$ cat src/rtl/bank_trk_pkg.sv
package bank_trk_pkg;

    localparam int TIME_W = 32;
    localparam int ROW_W  = 14;
    localparam int DLY_W  = 16;

    typedef enum logic [1:0] {
        PG_OPEN  = 2'd0,
        PG_ADAPT = 2'd1,
        PG_CLOSE = 2'd2
    } page_mode_e;

    typedef logic [TIME_W-1:0] cyc_t;

    typedef struct packed {
        logic             row_vld;
        logic [ROW_W-1:0] row;
        cyc_t             free_at;
        cyc_t             ras_done_at;
        cyc_t             act_ok_at;
    } bank_state_t;

    function automatic logic keeps_open(input page_mode_e m);
        return (m == PG_OPEN) || (m == PG_ADAPT);
    endfunction

    function automatic cyc_t sat_diff(input cyc_t a, input cyc_t b);
        return (a > b) ? (a - b) : '0;
    endfunction

    function automatic cyc_t cyc_max(input cyc_t a, input cyc_t b);
        return (a > b) ? a : b;
    endfunction

endpackage

$ cat src/rtl/bank_lat_est.sv
module bank_lat_est
    import bank_trk_pkg::*;
#(
    parameter int TRP  = 4,
    parameter int TRCD = 4,
    parameter int TCL  = 5
) (
    input  bank_state_t      st,
    input  cyc_t             now,
    input  logic [ROW_W-1:0] row,
    input  page_mode_e       mode,
    output cyc_t             lat
);
    localparam cyc_t C_RP  = cyc_t'(TRP);
    localparam cyc_t C_RCD = cyc_t'(TRCD);
    localparam cyc_t C_CL  = cyc_t'(TCL);

    cyc_t idle_wait;
    cyc_t pre_cost;
    cyc_t act_try;
    cyc_t act_stall;
    logic row_hit;

    always_comb begin
        idle_wait = sat_diff(st.free_at, now);
        row_hit   = keeps_open(mode) && st.row_vld && (st.row == row);
        pre_cost  = (keeps_open(mode) && st.row_vld) ? C_RP : '0;
        act_try   = now + idle_wait + pre_cost;
        act_stall = sat_diff(st.act_ok_at, act_try);
        if (row_hit) begin
            lat = idle_wait + C_CL;
        end else begin
            lat = idle_wait + act_stall + pre_cost + C_RCD + C_CL;
        end
    end

endmodule

$ cat src/rtl/bank_state_upd.sv
module bank_state_upd
    import bank_trk_pkg::*;
#(
    parameter int TRP  = 4,
    parameter int TRCD = 4,
    parameter int TCL  = 5,
    parameter int TRAS = 10
) (
    input  bank_state_t      st,
    input  cyc_t             now,
    input  logic [ROW_W-1:0] row,
    input  logic [DLY_W-1:0] add_dly,
    input  logic [DLY_W-1:0] acc_lat,
    input  logic             auto_pre,
    input  page_mode_e       mode,
    output bank_state_t      nxt
);
    localparam cyc_t C_RP     = cyc_t'(TRP);
    localparam cyc_t C_RD_OFS = cyc_t'(TRCD + TCL);
    localparam cyc_t C_RAS    = cyc_t'(TRAS);
    localparam cyc_t C_RC     = cyc_t'(TRAS + TRP);

    cyc_t end_at;
    cyc_t act_at;
    logic opens_row;

    always_comb begin
        end_at    = now + cyc_t'(add_dly) + cyc_t'(acc_lat);
        act_at    = end_at - C_RD_OFS;
        opens_row = !(keeps_open(mode) && st.row_vld && (st.row == row));
        nxt       = st;
        if (opens_row) begin
            nxt.ras_done_at = act_at + C_RAS;
            nxt.act_ok_at   = act_at + C_RC;
        end
        if (keeps_open(mode)) begin
            nxt.row_vld = 1'b1;
            nxt.row     = row;
            nxt.free_at = end_at;
            if ((mode == PG_ADAPT) && auto_pre) begin
                nxt.row_vld = 1'b0;
                nxt.free_at = cyc_max(end_at, nxt.ras_done_at) + C_RP;
            end
        end else begin
            nxt.row_vld = 1'b0;
            nxt.row     = row;
            nxt.free_at = cyc_max(end_at, nxt.ras_done_at) + C_RP;
        end
    end

endmodule

$ cat src/rtl/bank_timing_tracker.sv
module bank_timing_tracker
    import bank_trk_pkg::*;
#(
    parameter int NUM_BANKS = 8,
    parameter int TRP       = 4,
    parameter int TRCD      = 4,
    parameter int TCL       = 5,
    parameter int TRAS      = 10
) (
    input  logic                         clk,
    input  logic                         rst,
    input  logic [1:0]                   page_mode,
    input  logic                         q_valid,
    input  logic [$clog2(NUM_BANKS)-1:0] q_bank,
    input  logic [ROW_W-1:0]             q_row,
    input  logic                         iss_valid,
    input  logic [$clog2(NUM_BANKS)-1:0] iss_bank,
    input  logic [ROW_W-1:0]             iss_row,
    input  logic [DLY_W-1:0]             iss_add_dly,
    input  logic [DLY_W-1:0]             iss_acc_lat,
    input  logic                         iss_auto_pre,
    output logic                         lat_valid,
    output logic [TIME_W-1:0]            lat,
    output logic [TIME_W-1:0]            cycle_now
);
    localparam int BANK_W = $clog2(NUM_BANKS);

    page_mode_e            mode;
    bank_state_t           bank_q [NUM_BANKS];
    bank_state_t           upd_nxt;
    cyc_t                  est_lat;
    logic [NUM_BANKS-1:0]  open_vec;

    assign mode = page_mode_e'(page_mode);

    always_ff @(posedge clk) begin
        if (rst) begin
            cycle_now <= '0;
        end else begin
            cycle_now <= cycle_now + 1'b1;
        end
    end

    bank_lat_est #(.TRP(TRP), .TRCD(TRCD), .TCL(TCL)) u_est (
        .st   (bank_q[q_bank]),
        .now  (cycle_now),
        .row  (q_row),
        .mode (mode),
        .lat  (est_lat)
    );

    bank_state_upd #(.TRP(TRP), .TRCD(TRCD), .TCL(TCL), .TRAS(TRAS)) u_upd (
        .st       (bank_q[iss_bank]),
        .now      (cycle_now),
        .row      (iss_row),
        .add_dly  (iss_add_dly),
        .acc_lat  (iss_acc_lat),
        .auto_pre (iss_auto_pre),
        .mode     (mode),
        .nxt      (upd_nxt)
    );

    for (genvar b = 0; b < NUM_BANKS; b++) begin : g_bank
        always_ff @(posedge clk) begin
            if (rst) begin
                bank_q[b] <= '0;
            end else if (iss_valid && (iss_bank == BANK_W'(b))) begin
                bank_q[b] <= upd_nxt;
            end
        end
        assign open_vec[b] = bank_q[b].row_vld;
    end

    always_ff @(posedge clk) begin
        if (rst) begin
            lat_valid <= 1'b0;
            lat       <= '0;
        end else begin
            lat_valid <= q_valid;
            if (q_valid) begin
                lat <= est_lat;
            end
        end
    end

endmodule

$ cat config.mk
export PLATFORM = sky130hd
export DESIGN_NAME = bank_timing_tracker
export DESIGN_NICKNAME = d
export VERILOG_FILES = /design/src/rtl/bank_trk_pkg.sv /design/src/rtl/bank_lat_est.sv /design/src/rtl/bank_state_upd.sv /design/src/rtl/bank_timing_tracker.sv
export SDC_FILE = /design/constraint.sdc
export NUM_CORES = 2
export LEC_CHECK = 0
export CAP_MARGIN = 20
export CORE_ASPECT_RATIO = 0.8
export CORE_MARGIN = 2
export CORE_UTILIZATION = 45
export CTS_BUF_LIST = sky130_fd_sc_hd__clkbuf_16
export DETAILED_ROUTE_END_ITERATION = 12
export HOLD_SLACK_MARGIN = 0.15
export PLACE_DENSITY = 0.73
export SYNTH_ARGS = -nofsm -noshare
export SYNTH_HDL_FRONTEND = slang
export SYNTH_SLANG_ARGS = --single-unit
$ cat constraint.sdc
create_clock -name clk -period 22.5 [get_ports clk]
set_clock_uncertainty 0.15 [all_clocks]
set_input_delay 6.75 -clock clk [delete_from_list [all_inputs] [get_ports clk]]
set_output_delay 6.75 -clock clk [all_outputs]
set_load 0.02 [all_outputs]
; Word-level counts from Yosys, hierarchy flattened
; Memory sizes are Yosys's and may differ from the RTL's.
; Cells that the tools add are included.
[word_totals]
reg_bits = 65
mem_bits_rw = 888
in_bits = 73
output_inout_bits = 65
word_cells = 100
mem_count = 1
[memory_table]
columns = name, words, width, read_ports, rd_clocked_by_memory_dff, write_ports, line_no
row1 = bank_q, 8, 111, 2, 0, 8, bank_timing_tracker.sv:29  ; bank_state_t bank_q [NUM_BANKS];
[op_classes]
n_addsub = 16
n_lt_le_gt_ge = 3
n_eq_ne = 10
muxes = 43
n_bitwise = 8
n_reduce_logical = 16
[op_table]
columns = operator, n
row1 = $mux W111, 8
row2 = $mux W32, 5
row3 = $add A32 B3 Y32 const B, 4
row4 = $add A32 B32 Y32, 4
row5 = $gt A32 B32 Y1, 3
row6 = $add A32 B16 Y32, 2
row7 = $add A32 B4 Y32 const B, 2
row8 = $mux W64, 1
row9 = $sub A32 B32 Y32, 2
row10 = $mux W47, 1
row11 = $add A32 B1 Y32 const B, 1
row12 = $sub A32 B4 Y32 const B, 1
row13 = $eq A14 B14 Y1, 2
row14 = $mux W1, 27
row15 = $logic_and A1 B1 Y1, 13
row16 = $eq A3 B3 Y1 const B, 4
row17 = $or A1 B1 Y1, 8
row18 = $eq A3 B2 Y1 const B, 2
row19 = $eq A3 B1 Y1 const B, 1
row20 = $logic_not A3 Y1, 1
row21 = $mux W3, 1
row22 = $eq A2 B1 Y1 const B, 1
row23 = $logic_not A2 Y1, 1
row24 = $logic_or A1 B1 Y1, 1

; Depth between registers and ports, before layout
[logic_depth]
ltp_word = 12
ltp_mapped = 68
ltp_nobuf = 62

; Hierarchy
; Synthesis repeated with hierarchy kept, for this count alone.
[hier_totals]
cells_unflattened = 5403
area_unflattened_um2 = 65072.4
[by_module_without_submodules]
columns = mod, n_inst, cells_per_inst, area_each_um2, seq_area_each_um2
row1 = bank_timing_tracker, 1, 2967, 48378.9, 27966.8
row2 = bank_lat_est, 1, 1202, 8619.5, 0.0
row3 = bank_state_upd, 1, 1234, 8074.0, 0.0

; Worst setup path after synthesis
; OpenSTA, ideal clock, no wires.
[synth_timing]
path_kind = in2reg
startpoint = in q_bank[0]
endpoint = reg lat[31]
setup_ns = 0.086
t_arrival_ns = 21.663
required_time_ns = 22.264
setup_slack_ns = 0.602
path_stages = 67
path_buffers = 7
path_cell_list = clkbuf_1 buf_1 clkbuf_1 buf_1 mux4_2 mux2i_1 ha_1 inv_1 fa_1 a21o_1 a21oi_1 o221ai_1 a221oi_1 nand2b_1 nand2_1 nand2_1 clkbuf_1 nor2_1 [... 31 more ...] inv_1 fa_1 nor2b_1 o21a_1 o21ai_0 a2111oi_0 nor2_1 a2111oi_0 nor2_1 a2111oi_0 o41ai_1 a21oi_1 a31oi_1 or2_2 mux2i_1 a31oi_1 xnor2_1 a211oi_1
[synth_between]
elab_chain_len = 12
word_cells_on_any_way = 19
classes_between = add/sub: 9 / order compare: 2 / eq/ne: 1 / mux: 4 / reduce/logical: 2 / memory: 1
[synth_lines]
columns = element, line_no
row1 = start: declaration, bank_timing_tracker.sv:14  ; input logic [$clog2(NUM_BANKS)-1:0] q_bank,
row2 = $mem_v2 Z8 W111 (*), -
row3 = $sub A32 B32 Y32 / $gt A32 B32 Y1 (equally long branches), bank_trk_pkg.sv:28  ; return (a > b) ? (a - b) : '0;
row4 = $mux W32, bank_trk_pkg.sv:28
row5 = $add A32 B32 Y32 (2 in a row), bank_lat_est.sv:28  ; act_try = now + idle_wait + pre_cost;
row6 = $sub A32 B32 Y32 / $gt A32 B32 Y1 (equally long branches), bank_trk_pkg.sv:28
row7 = $mux W32, bank_trk_pkg.sv:28
row8 = $add A32 B32 Y32 (2 in a row), bank_lat_est.sv:33  ; lat = idle_wait + act_stall + pre_cost + C_RCD + C_CL;
row9 = $add A32 B3 Y32 (2 in a row), bank_lat_est.sv:33
row10 = $mux W32 (*), bank_lat_est.sv:30  ; if (row_hit) begin
row11 = end signal: assignment, bank_timing_tracker.sv:81  ; lat <= est_lat;
row12 = end: declaration, bank_timing_tracker.sv:23  ; output logic [TIME_W-1:0] lat,
; Mark *: on every way between the ends. The rest lies on a longest branch, timed or not.
; A chain may end at the register's enable or synchronous reset.

; Worst setup path after layout
; Same ends and word-level chain as after synthesis.

==> impl_metrics.toml <==
[yosys]
synth-simple-area-share_pct = 16.0
synth_cells = 5241
synth_compound_area_share_pct = 9.55
synth-adder-area-share_pct = 5.79
ys.flop_type = "edfxtp_1"
yosys.area.top_type = "edfxtp_1"
async_flop_share_pct = 0
ys_top_cells_by_area = "edfxtp_1 45%, mux4_2 11%, nor2_1 6.7%, ha_1 5.0%, xnor2_1 2.7%"
synth_top_family_by_area = "simple AND/OR/NAND/NOR gates"
synthTopCellsByCount = "1046 x nor2_1, 888 x edfxtp_1, 296 x mux4_2, 262 x nand2_1, 246 x clkbuf_1"
synth_seq_area_share_pct = 47.4
synth_edf_count = 888
synth_warnings = 0
syn_area_um2 = 58900
avgSynthCellArea_um2 = 11.2
ys_ff_latch = 953
yosysMostFrequentCell = "nor2_1"
synth_xor_area_share_pct = 3.85
synth_top_area_share_pct = 45.2
synth.area.mux_share_pct = 14.5
synth_fp_nets = 5573
yosysUniqueCellTypes = 113

[final_layout]
drive_gt1_share_pct = 14.0
area.growth.synth_to_final_pct = 11.3
utilization_pct = 50.5
multi_input_area_um2 = 29400
nets = 5583
regArea_um2 = 28000
n_fill_cell = 11200
final_cell_area_um2 = 65600

[power]
p_sw_mw = 2.10
share_comb_of_total_power_pct = 35.5
p_sw_share_pct = 35.5
ir_drop_mv = 0.0681
power.internal_mw = 3.82
clkPwrFrac_pct = 29.1
leakage_nw = 24.5
cellPowerDensity_nw_per_um2 = 90.3
power_frac_seq_pct = 35.4

[global_routing]
grt_max_degree = 81
grt.total_usage_pct = 28.3
grt_first_pass_wirelength_um = 286000
first_global_vias = 44200
antenna_found_initial = 4
overflow = 0

[sta]
hold_viol = 0
period_needed_ns = 21.41
min_period_over_period_pct = 95.1
setup_violations = 0
relSlewSlack_pct = 19.2
grt_setup_unrepaired = "no"
worstMarginPinSlew_ns = 1.21
final_max_slew_viol_count = 0
setup_tns_ns = 0
worst_slack_ns = 1.09
max_freq_mhz = 46.7

[setup_path]
crit_end = "lat[31]"
crit_path_start_kind = "primary input"
cp_max_fo = 36
required_ns = 23.00
critPathKind = "primary input to flip-flop"
slowest_delay_ns = 0.74
r2r_cells = 59
cpMostUsedCell = "a21oi_1"
regToRegSetupSlack_ns = 7.42
cp.arrival_ns = 21.91
timing.rr.start = "bank_q[4][65]"
reg2reg_to = "lat[31]"
critPathSlowestCell = "a2111oi_0"
worst_setup_path_end_kind = "flip-flop"
crit_start = "q_bank[0]"

[cts]
cts_hold_buf = 0
clock_latency_ns = 0.73
cts_setup_buffers = 0
clock_path_buffers = 3
numClockSinks = 953
cts-htree-levels = 3
cts_tree = "built"
cts_resized = 0
cts.clk_slew.worst_paths_ns = 0.08
clk_root_buffer_cell = "clkbuf_16"
cts-buffers-inserted = 99

[routing]
routed_wl_um = 192000
drt-vias-per-instance = 6.43
drtAntennaViolNets = 0
avgRoutedWirePerCell_um = 27.2
drc = 0
drtPass1Iterations = 6
drtIter0Drc = 6380
vias = 45500

[worst_hold_path]
hold_class = "flip-flop to flip-flop"
holdCritStartpoint = "lat[5]"

[placement]
dp_hpwl_um = 128000
gp_congestion = 0.961
postPlaceCellArea_um2 = 62200
pre_cts_slack_ns = 0.683
port_buffers = 137

[die]
die_x_um = 409
std_cell_rows = 118
dieArea_um2 = 134000
io_pins = 138
start_util_pct = 45.4
fp.coreArea_um2 = 130000
dieHeight_um = 328

[outcome]
outcome = "finished clean"

[flow_run]
cap_viol_max_count = 0
## logic make-up (layout without fill, tap and decap cells)
logic type / after synthesis / in the layout
AND/OR/NAND/NOR: 2041 / 2041
flip-flops: 953 / 953
AO/OA/AOI/OAI: 814 / 814
multiplexers: 471 / 471
buffers and inverters: 447 / 542
adder cells (fa/ha/maj): 259 / 259
XOR/XNOR: 256 / 256
other: 0 / 1
## worst min path at each step
stage / end / slack (ns) / cells past startpoint
global route: lat[31] / 0.35 / 2
global placement: lat[4] / 0.32 / 2
CTS: lat[16] / 0.34 / 2
finish: lat[5] / 0.34 / 2
floorplan: lat[29] / 0.40 / 2
detailed placement: lat[15] / 0.33 / 2
## worst max-delay path: cells and delay by family
family                   cells  cell delay [ns]
AO/OA/AOI/OAI               30             7.88
AND/OR/NAND/NOR             12             2.14
buffers and inverters        6             1.27
XOR/XNOR                     2             0.33
adder cells (fa/ha/maj)      7             2.57
multiplexers                 3             0.91
## per-stage QoR
step                      power (mW)  hold WS [ns]  cells
after global placement          4.15         0.324   6886
after global routing            6.18         0.352   7077
after floorplan                 3.59         0.396   5241
after CTS                       5.89         0.338   7074
final                           5.92         0.336   7077
after detailed placement        4.18         0.328   6888
## cell usage in the layout, fill, tap and decap left out, types with 65 or more instances in the layout
cell,count
a21o_1,81
xor2_1,73
clkdlybuf4s50_1,129
mux2i_1,92
and3_1,141
nor3_1,130
buf_4,89
mux2_2,81
a21oi_1,201
nand2_1,250
nand3_1,127
o21ai_0,108
inv_1,129
nor2_1,1045
edfxtp_1,888
ha_1,236
xnor2_1,179
clkbuf_16,101
mux4_2,296
dfxtp_1,65
nand4_1,73
## cell type report
cell class	instances	share of cell area, %
antenna	1	0.00381
clock buffer	101	3.85
clock inverter	85	1.27
inverter	125	0.723
multi-input combinational	3841	44.9
sequential	953	42.6
tap	1740	3.32
timing repair buffer	231	3.30
## state kept, by name (all words and copies together), names as in the netlist
name,cells
bank_q,888
cycle_now,32
lat,32
lat_valid,1
## power by group through the flow
stage	sequential, mW	clock [mW]	combinational [mW]
finish	2.10	1.72	2.10
global route	2.11	1.80	2.28
CTS	2.10	1.73	2.06
detailed placement	2.13	0	2.04
global placement	2.13	0	2.02
floorplan	2.16	0	1.43
## layer usage
layer	vias to the layer above	global-route usage, %	wire (um)	share of wire (%)
met5	-	0	13	0.0068
met1	22400	39.0	75600	39
met3	455	7.28	23400	12
met4	2	11.5	9050	4.7
met2	2889	42.8	84200	44
li1	19800	-	-	-
(Power assumes the default switching activity.)
